`src/rtl/adcm_pkg.sv`:
```
// Shared types for the converter serial master.
// Assumes: transfer kind encoding is fixed by the request interface.
package adcm_pkg;
    typedef enum logic [1:0] {
        KIND_CMD  = 2'b00,
        KIND_WR   = 2'b01,
        KIND_RD   = 2'b10,
        KIND_SYNC = 2'b11
    } xfer_kind_t;

    typedef enum logic [2:0] {
        ST_WAIT,
        ST_IDLE,
        ST_LEAD,
        ST_BITS,
        ST_TRAIL
    } seq_state_t;
endpackage

```
`src/rtl/adcm_halfclk.sv`:
```
// Half-period tick generator for the serial clock.
// Emits one tick every HALF cycles while run is high and restarts its count
// whenever run is low, so the first tick comes HALF cycles after run rises.
module adcm_halfclk #(
    parameter int HALF = 32
) (
    input  logic clk,
    input  logic rst_n,
    input  logic run,
    output logic tick
);
    localparam int CNT_W = $clog2(HALF + 1);

    logic [CNT_W-1:0] cnt;

    // Count system cycles within one half-period.
    always_ff @(posedge clk) begin
        if (!rst_n || !run)                  cnt <= '0;
        else if (cnt == CNT_W'(HALF - 1))    cnt <= '0;
        else                                 cnt <= cnt + 1'b1;
    end

    assign tick = run && (cnt == CNT_W'(HALF - 1));

    generate
        if (HALF > 1) begin : g_spacing
            a_r7_tick_spacing: assert property (@(posedge clk) disable iff (!rst_n)
                tick |=> !tick);
        end
    endgenerate
endmodule

```
`src/rtl/adcm_shift.sv`:
```
// Transmit and receive shift registers for one frame.
// Assumes: load and shift_en are never high together. The receive word holds
// its value while cap_en is low.
module adcm_shift #(
    parameter int CMD_W  = 8,
    parameter int DATA_W = 24
) (
    input  logic                      clk,
    input  logic                      rst_n,
    input  logic                      load,
    input  logic [CMD_W+DATA_W-1:0]   load_word,
    input  logic                      shift_en,
    input  logic                      cap_en,
    input  logic                      miso,
    output logic                      tx_bit,
    output logic [DATA_W-1:0]         rx_word
);
    localparam int FRAME_W = CMD_W + DATA_W;

    logic [FRAME_W-1:0] tx_q;

    // Load a frame, then move it out MSB first.
    always_ff @(posedge clk) begin
        if (!rst_n)        tx_q <= '0;
        else if (load)     tx_q <= load_word;
        else if (shift_en) tx_q <= {tx_q[FRAME_W-2:0], 1'b0};
    end

    // Collect receive bits MSB first.
    always_ff @(posedge clk) begin
        if (!rst_n)      rx_word <= '0;
        else if (cap_en) rx_word <= {rx_word[DATA_W-2:0], miso};
    end

    assign tx_bit = tx_q[FRAME_W-1];

    a_r2_no_overlap: assert property (@(posedge clk) disable iff (!rst_n)
        !(load && shift_en));
endmodule

```
`src/rtl/adc_serial_master.sv`:
```
// Serial master for a delta-sigma converter's four-wire port.
// Runs command-only, register write, register read and resync transfers.
// Assumes: the converter samples on the rising edge of sclk and drives miso
// after the falling edge. POWERUP_CYCLES >= 1.
module adc_serial_master #(
    parameter int CLK_HZ         = 125_000_000,
    parameter int SCLK_MAX_HZ    = 2_000_000,
    parameter int HALF_DIV       = 4,
    parameter int POWERUP_CYCLES = 100,
    parameter int CMD_W          = 8,
    parameter int DATA_W         = 24,
    parameter int SYNC_BYTES     = 16
) (
    input  logic              clk,
    input  logic              rst_n,
    input  logic              req_start,
    input  logic [1:0]        req_kind,
    input  logic [CMD_W-1:0]  req_cmd,
    input  logic [DATA_W-1:0] req_wdata,
    output logic              busy,
    output logic              done,
    output logic [DATA_W-1:0] rd_data,
    output logic              cs_n,
    output logic              sclk,
    output logic              mosi,
    input  logic              miso
);
    import adcm_pkg::*;

    localparam int MIN_HALF  = (CLK_HZ + 2*SCLK_MAX_HZ - 1) / (2*SCLK_MAX_HZ);
    localparam int HALF      = (HALF_DIV > MIN_HALF) ? HALF_DIV : MIN_HALF;
    localparam int FRAME_W   = CMD_W + DATA_W;
    localparam int SYNC_BITS = 8 * SYNC_BYTES;
    localparam int MAX_BITS  = (SYNC_BITS > FRAME_W) ? SYNC_BITS : FRAME_W;
    localparam int IDX_W     = $clog2(MAX_BITS);
    localparam int PWR_W     = $clog2(POWERUP_CYCLES + 1);

    seq_state_t        state;
    xfer_kind_t        kind_q;
    logic [IDX_W-1:0]  bit_idx, last_idx;
    logic [PWR_W-1:0]  pwr_cnt;
    logic              run, tick, rising, shift_en, cap_en, load, tx_bit;
    logic [DATA_W-1:0] rx_word;
    xfer_kind_t        req_k;

    assign req_k    = xfer_kind_t'(req_kind);
    assign run      = (state == ST_LEAD) || (state == ST_BITS) || (state == ST_TRAIL);
    assign rising   = tick && ((state == ST_LEAD) || (state == ST_BITS && !sclk));
    assign shift_en = tick && state == ST_BITS && sclk && bit_idx != last_idx;
    assign cap_en   = rising && kind_q == KIND_RD && bit_idx >= IDX_W'(CMD_W);
    assign load     = state == ST_IDLE && req_start;
    assign busy     = state != ST_IDLE;

    adcm_halfclk #(.HALF(HALF)) u_half (
        .clk(clk), .rst_n(rst_n), .run(run), .tick(tick)
    );

    adcm_shift #(.CMD_W(CMD_W), .DATA_W(DATA_W)) u_shift (
        .clk(clk), .rst_n(rst_n), .load(load),
        .load_word({req_cmd, (req_k == KIND_WR) ? req_wdata : {DATA_W{1'b0}}}),
        .shift_en(shift_en), .cap_en(cap_en), .miso(miso),
        .tx_bit(tx_bit), .rx_word(rx_word)
    );

    // Transfer sequencer: power-up wait, guard phases, bit clocking, done.
    always_ff @(posedge clk) begin
        if (!rst_n) begin
            state    <= ST_WAIT;
            kind_q   <= KIND_SYNC;
            bit_idx  <= '0;
            last_idx <= '0;
            pwr_cnt  <= '0;
            sclk     <= 1'b0;
            cs_n     <= 1'b1;
            done     <= 1'b0;
            rd_data  <= '0;
        end else begin
            done <= 1'b0;
            case (state)
                ST_WAIT: begin
                    pwr_cnt <= pwr_cnt + 1'b1;
                    if (pwr_cnt == PWR_W'(POWERUP_CYCLES - 1)) begin
                        state    <= ST_LEAD;
                        kind_q   <= KIND_SYNC;
                        bit_idx  <= '0;
                        last_idx <= IDX_W'(SYNC_BITS - 1);
                        cs_n     <= 1'b0;
                    end
                end
                ST_IDLE: begin
                    if (req_start) begin
                        state   <= ST_LEAD;
                        kind_q  <= req_k;
                        bit_idx <= '0;
                        cs_n    <= 1'b0;
                        case (req_k)
                            KIND_CMD:  last_idx <= IDX_W'(CMD_W - 1);
                            KIND_SYNC: last_idx <= IDX_W'(SYNC_BITS - 1);
                            default:   last_idx <= IDX_W'(FRAME_W - 1);
                        endcase
                    end
                end
                ST_LEAD: begin
                    if (tick) begin
                        sclk  <= 1'b1;
                        state <= ST_BITS;
                    end
                end
                ST_BITS: begin
                    if (tick) begin
                        sclk <= !sclk;
                        if (sclk) begin
                            if (bit_idx == last_idx) state <= ST_TRAIL;
                            else                     bit_idx <= bit_idx + 1'b1;
                        end
                    end
                end
                ST_TRAIL: begin
                    if (tick) begin
                        cs_n  <= 1'b1;
                        done  <= 1'b1;
                        state <= ST_IDLE;
                        if (kind_q == KIND_RD) rd_data <= rx_word;
                    end
                end
                default: state <= ST_IDLE;
            endcase
        end
    end

    // Output bit select: resync pattern or frame shifter, low when deselected.
    always_comb begin
        if (cs_n)                     mosi = 1'b0;
        else if (kind_q == KIND_SYNC) mosi = (bit_idx != IDX_W'(SYNC_BITS - 1));
        else                          mosi = tx_bit;
    end

    a_r1_idle_low: assert property (@(posedge clk) disable iff (!rst_n)
        cs_n |-> !sclk);
    a_r1_mosi_hold: assert property (@(posedge clk) disable iff (!rst_n)
        (sclk && !tick) |=> $stable(mosi));
    a_r7_edge_on_tick: assert property (@(posedge clk) disable iff (!rst_n)
        !tick |=> $stable(sclk));
    a_r9_done_idle: assert property (@(posedge clk) disable iff (!rst_n)
        done |-> (!busy && cs_n));
    a_r9_accept: assert property (@(posedge clk) disable iff (!rst_n)
        (!busy && req_start) |=> (busy && !cs_n));
    a_r10_wait_quiet: assert property (@(posedge clk) disable iff (!rst_n)
        (state == ST_WAIT) |-> (cs_n && !done));
endmodule

```
`config.mk`:
```
export PLATFORM = sky130hd
export DESIGN_NAME = adc_serial_master
export DESIGN_NICKNAME = d
export VERILOG_FILES = /design/src/rtl/adcm_pkg.sv /design/src/rtl/adcm_halfclk.sv /design/src/rtl/adcm_shift.sv /design/src/rtl/adc_serial_master.sv
export SDC_FILE = /design/constraint.sdc
export NUM_CORES = 1
export LEC_CHECK = 0
export ABC_AREA = 1
export CAP_MARGIN = 20
export CORE_UTILIZATION = 51
export CTS_CLUSTER_DIAMETER = 60
export CTS_CLUSTER_SIZE = 16
export DETAILED_ROUTE_END_ITERATION = 6
export DONT_BUFFER_PORTS = 1
export PLACE_DENSITY = 0.65
export REMOVE_ABC_BUFFERS = 1
export SLEW_MARGIN = 20
export SYNTH_ARGS = -nofsm -noshare
export SYNTH_HDL_FRONTEND = slang
export SYNTH_SLANG_ARGS = --single-unit
```
`constraint.sdc`:
```
create_clock -name clk -period 2.1 [get_ports clk]
set_clock_uncertainty 0.1 [all_clocks]
set_input_delay 0.42 -clock clk [delete_from_list [all_inputs] [get_ports clk]]
set_output_delay 0.42 -clock clk [all_outputs]
set_load 0.03 [all_outputs]
```
======== Yosys cells after proc, flatten, opt, wreduce, memory -nomap -nowiden ========
Cells that the tools add are included.
word-level totals
  input bits .............................. 38
  output and inout bits ................... 29
  word-level logic and storage cells ...... 102
  flip-flop bits (word level) ............. 115
cells by class
  reduce and logical (&&, ||, !) cells .... 31
  add/subtract/negate cells ............... 3
  $lt $le $gt $ge ......................... 1
  eq/ne operators ......................... 22
  muxes and demuxes ....................... 33
operator list
  cell                                                                                 count
  32-bit 2-to-1 mux                                                                    2
  7-bit 2-to-1 mux                                                                     7
  7-bit case mux with 2 select lines                                                   2
  24-bit 2-to-1 mux                                                                    1
  3-bit 2-to-1 mux                                                                     7
  7-bit case mux with 3 select lines                                                   1
  3-bit case mux with 5 select lines                                                   1
  7-bit by 1-bit adder with 7-bit output, second input constant                        2
  2-bit inequality test, second input constant                                         7
  1-bit logical AND                                                                    9
  3-bit AND reduction                                                                  3
  7-bit == test                                                                        1
  7-bit == test, second input constant                                                 1
  7-bit by 4-bit greater-or-equal comparator with 1-bit output, second input constant  1
  1-bit 2-to-1 mux                                                                     7
  7-bit inequality test                                                                1
  7-bit inequality test, second input constant                                         1
  7-bit AND reduction                                                                  1
  6-bit by 1-bit adder with 6-bit output, second input constant                        1
  2-bit == test, second input constant                                                 3
  3-bit by 2-bit == test with 1-bit output, second input constant                      2
  6-bit by 5-bit == test with 1-bit output, second input constant                      1
  6-bit AND reduction                                                                  1
  2-bit nonzero test                                                                   3
  17 further kinds                                                                     24

======== Logic depth before layout (Yosys ltp) ========
  depth in word-level cells ............... 9
  gate-level depth with buffers ........... 13
  depth with buffers taken out ............ 13

======== Hierarchy ========
From an unflattened synthesis, not the netlist that was laid out.
unflattened totals
  cells, all modules ...................... 746
  area, all modules ....................... 5107.4 µm²
by module, submodules not included
  module             sequential area each (µm²)  times used  cells each  area an instance (µm²)
  adc_serial_master  980.9                       1           368         2452.4
  adcm_shift         1121.1                      1           346         2379.8
  adcm_halfclk       120.1                       1           32          275.3

======== Worst setup path before layout ========
Ideal clock, no wire load.
  path kind ............................... register to register
  start point ............................. register u_half.cnt[0]
  end point ............................... register u_shift.tx_q[14]
  library setup time ...................... 0.110 ns
  period minus slack after synthesis ...... 1.778 ns
  data required time ...................... 1.890 ns
  buffers on the path ..................... 1
  cell stages (with the launch flop) ...... 14
  slack ................................... 0.322 ns
  arrival ................................. 1.569 ns
  cells stage by stage .................... dfxtp_1 > ha_1 > nand2_1 > nor2_2 > nand2_1 > inv_2 > nand2_4 > nor2_4 > nand2_4 > buf_2 > nand3_1 > nand2_1 > nand2_1 > inv_1
between the ends
  word-level cells in the longest chain between the ends .. 6
ends and longest elaborated chain
  what                                      RTL line                 text
  start: declaration                        adcm_halfclk.sv:14       logic [CNT_W-1:0] cnt;
  start signal: assignment                  adcm_halfclk.sv:20       else cnt <= cnt + 1'b1;
  6-bit by 5-bit == test with 1-bit output  adcm_halfclk.sv:23       assign tick = run && (cnt == CNT_W'(HALF - 1));
  1-bit logical AND                         adcm_halfclk.sv:23
  1-bit logical AND (3 in a row)            adc_serial_master.sv:49  assign shift_en = tick && state == ST_BITS && sclk && bit_idx != last_idx;
  2-bit nonzero test (no line)              n/a
  end signal: assignment                    adcm_shift.sv:25         else if (load) tx_q <= load_word;
  end signal: assignment                    adcm_shift.sv:26         else if (shift_en) tx_q <= {tx_q[FRAME_W-2:0], 1'b0};
  end: declaration                          adcm_shift.sv:20         logic [FRAME_W-1:0] tx_q;
Every way passes these cells.
A chain may end at the register's enable or synchronous reset.

======== Final worst setup path ========
  start point ............................. register bit_idx[0]
  end point ............................... output mosi
between the ends
  word-level cells in the longest chain between the ends .. 3
ends and longest elaborated chain
  what                      RTL line                  text
  start: declaration        adc_serial_master.sv:40   logic [IDX_W-1:0] bit_idx, last_idx;
  start signal: assignment  adc_serial_master.sv:114  else bit_idx <= bit_idx + 1'b1;
  7-bit inequality test     adc_serial_master.sv:134  else if (kind_q == KIND_SYNC) mosi = (bit_idx != IDX_W'(SYNC_BITS - 1));
  1-bit 2-to-1 mux          adc_serial_master.sv:134
  1-bit 2-to-1 mux          adc_serial_master.sv:133  if (cs_n) mosi = 1'b0;
  end: declaration          adc_serial_master.sv:25   output logic mosi,
Every way passes these cells.

==> flow_summary.yaml <==
drt:
  route.detailed.drc: 0
  wl_met2_mm: 5.144
  drt_iter0_drc: 171
  topRoutingLayerUsed: "met4"
  dr_wl_met3_um: 569
  wl_met1_mm: 5.319
  num_vias: 4502
  firstDrtPassIters: 4
  ant_nets: 0
  vias_per_cell: 5.309
  routed_wl_mm: 11.19
  wl_per_cell_um: 13.20
global_routing:
  antenna_found_initial: 0
  grt_max_degree: 46
  grt_pass1_wl_mm: 18.22
  grt_pass1_vias: 4012
  grt_usage_pct: 22.54
  overflow: 0
worst_setup_path:
  cp_top_family: "flip-flops"
  slowest_delay_ns: 0.39
  r2r_cells: 13
  r2r_start: "u_half.cnt[0]"
  critPathCaptureType: "output port"
  slowest_stage: "dfxtp_4"
  reg2reg_setup_slack_ns: 0.16
  r2r-end: "u_shift.tx_q[17]"
  critPathMaxFanout: 3
  crit_buf_inv: 1
  setup.worst_path.start_class: "register"
  path_class: "reg -> out"
  worst_ep_required_time_ns: 1.58
  critPathArrivalTime_ns: 1.47
  crit_chain: "ha_4 -> nand2_2 -> nor2_4 -> nand3_2 -> o21ai_2 -> inv_2"
place:
  dpl_cell_area_mm2: 0.005145
  pre_cts_ws_ns: 0.1179
  hpwl_mm: 7.398
  gp_congestion: 0.8431
  dp.cells: 823
  io_buffer_count: 0
clock_network:
  root_buffer: "clkbuf_8"
  cts_tree: "built"
  cts.path.max_buffers: 2
  clkTransAtPathRegs_ns: 0.11
  clock_sinks: 111
  numCtsBuffers: 9
  cts_hold_buf: 0
  clk_latency_ns: 0.37
  htree_levels: 3
layout:
  num-nets-final: 756
  final_common_cell: "nand2_1"
  final_layout_size_suffix_gt1_share_pct: 10.15
  syn_to_final_growth_pct: 9.607
  fin_cells: 848
  fin_area_mm2: 0.005482
  layout_common_cells: "199 x nand2_1, 109 x dfxtp_1, 79 x nand3_1, 69 x nor2_1, 62 x a21oi_1"
  diodes: 0
  fill_cells: 919
floorplan:
  start_util_pct: 53.36
  die_h_um: 101.0
  num_rows: 35
  die_area_mm2: 0.01021
  ios: 67
  die_w_um: 101.0
  coreArea_mm2: 0.009371
min_path:
  min_path_cells: 1
  min_path_type: "in -> reg"
  worstHoldStart: "rst_n"
  min_to: "cs_n"
power_and_ir_drop:
  seqPwrFrac_pct: 46.3
  power_frac_comb_pct: 28.8
  total_power_mw: 5.195
  clkPwrFrac_pct: 24.9
  p_sw_mw: 2.026
  intPower_mw: 3.170
  vdd_drop_max_mv: 0.4316
  switching_share_pct: 38.99
  power-per-cell-area_mw_per_mm2: 947.8
  p_leak_nw: 2.235
sta:
  finalHoldWorstSlack_ns: 0.04829
  timing.max_slew.rel_slack_pct: 67.10
  layout_setup_ws_ns: 0.1106
  finalCriticalPeriod_ns: 1.989
  timing.fmax_mhz: 502.7
  finalCritPeriodShare_pct: 94.73
  drv_slew: 0
  final-hold-violation-count: 0
  setup_viol: 0
  rsz0062_at_grt: "false"
  worst_pin_slew_ns: 0.4928
logic_synthesis:
  ys_types: 33
  synth-edff-count: 0
  ys_ff_latch: 111
  synth-main-ff-cell: "dfxtp_1"
  yosysSeqAreaShare_pct: 44.43
  synth_area_leader_cell: "dfxtp_1"
  ys_async_sr_fraction_pct: 0
  synth.area.top_cells: "dfxtp_1 44%, nand2_1 15%, nand3_1 8.0%"
  netlist_area_mm2: 0.005001
  synth.top_cell.area_share_pct: 44.43
  syn_avg_cell_area_um2: 6.994
  syn-instance-count: 715
  synth_warnings: 0
flow_run:
  maxCapViolCount: 0
outcome:
  status: "completed"
==> state kept, by name, summed over array words and instances, names as in the netlist <==
| name | count |
|---|---|
| rd_data | 24 |
| cs_n | 1 |
| last_idx | 3 |
| done | 1 |
| kind_q | 2 |
| pwr_cnt | 7 |
| u_shift.tx_q | 32 |
| u_half.cnt | 6 |
| bit_idx | 7 |
| u_shift.rx_word | 24 |
| sclk | 1 |
| state | 3 |
==> what timing repair did <==
item                       4_1_cts  5_1_grt
buffers inserted                 1        6
gates resized for setup          7       12
setup endpoints to repair        1       54
pin swaps                        2        4
gates cloned                     0        2
==> layer usage <==
layer	global-route usage, %	up-vias
met5	0	-
met4	8.807	0
met3	4.369	13
met2	36.30	90
met1	29.79	2075
li1	-	2324
==> cell usage after synthesis, types with 2 or more instances <==
cell / number
buf_2: 13
clkbuf_1: 19
o211ai_1: 3
inv_1: 43
nor3_1: 28
o21ai_0: 31
nor2_1: 70
nand2_4: 3
xor2_1: 3
nor3b_1: 5
ha_1: 4
buf_6: 3
nor2_4: 4
nor2_2: 4
nand3_1: 80
o21bai_1: 2
o21ai_1: 6
nand2_1: 201
inv_2: 8
a21oi_1: 62
dfxtp_1: 111
==> how the worst max path moves through the flow <==
stage                  startpoint                  to  slack (ns)  depth (start not counted)
finish                 bit_idx[0]                mosi        0.11                          6
global route           bit_idx[0]                mosi        0.01                          6
CTS                    bit_idx[0]                mosi        0.02                          6
detailed placement  u_half.cnt[0]  u_shift.rx_word[9]        0.12                         11
global placement    u_half.cnt[0]     u_shift.tx_q[4]        0.19                         13
floorplan               kind_q[1]  u_shift.rx_word[0]       -0.58                          6
==> power by group through the flow <==
| stage | logic (mW) | clock network [mW] | registers [mW] |
|---|---|---|---|
| after floorplan | 1.08 | 0 | 2.41 |
| after global placement | 1.39 | 0 | 2.43 |
| after detailed placement | 1.42 | 0 | 2.44 |
| after CTS | 1.44 | 1.34 | 2.40 |
| after global routing | 1.70 | 1.42 | 2.42 |
| final | 1.49 | 1.30 | 2.40 |
==> per-stage QoR <==
stage / util (%) / setup TNS (ns)
final: 58.49 / 0
after CTS: 57.32 / 0
after global placement: 54.90 / 0
after detailed placement: 54.90 / 0
after floorplan: - / -18.21
after global routing: 58.49 / 0
==> layout make-up <==
class	count	area [µm²]	area share [%]
timing repair buffer	23	217.7	3.972
inverter	51	191.4	3.492
multi-input combinational	518	2479	45.22
clock buffer	9	123.9	2.260
sequential	111	2227	40.63
tap	129	161.4	2.945
clock inverter	7	81.33	1.484
==> cell families after synthesis <==
group / after synthesis / share of synthesized area [%]
buf+inv: 87 / 7.305
simple gates: 401 / 35.28
compound gates: 108 / 11.28
fa+ha+maj: 4 / 1.001
xor+xnor: 4 / 0.7007
flops: 111 / 44.43
(Power assumes the default switching activity.)
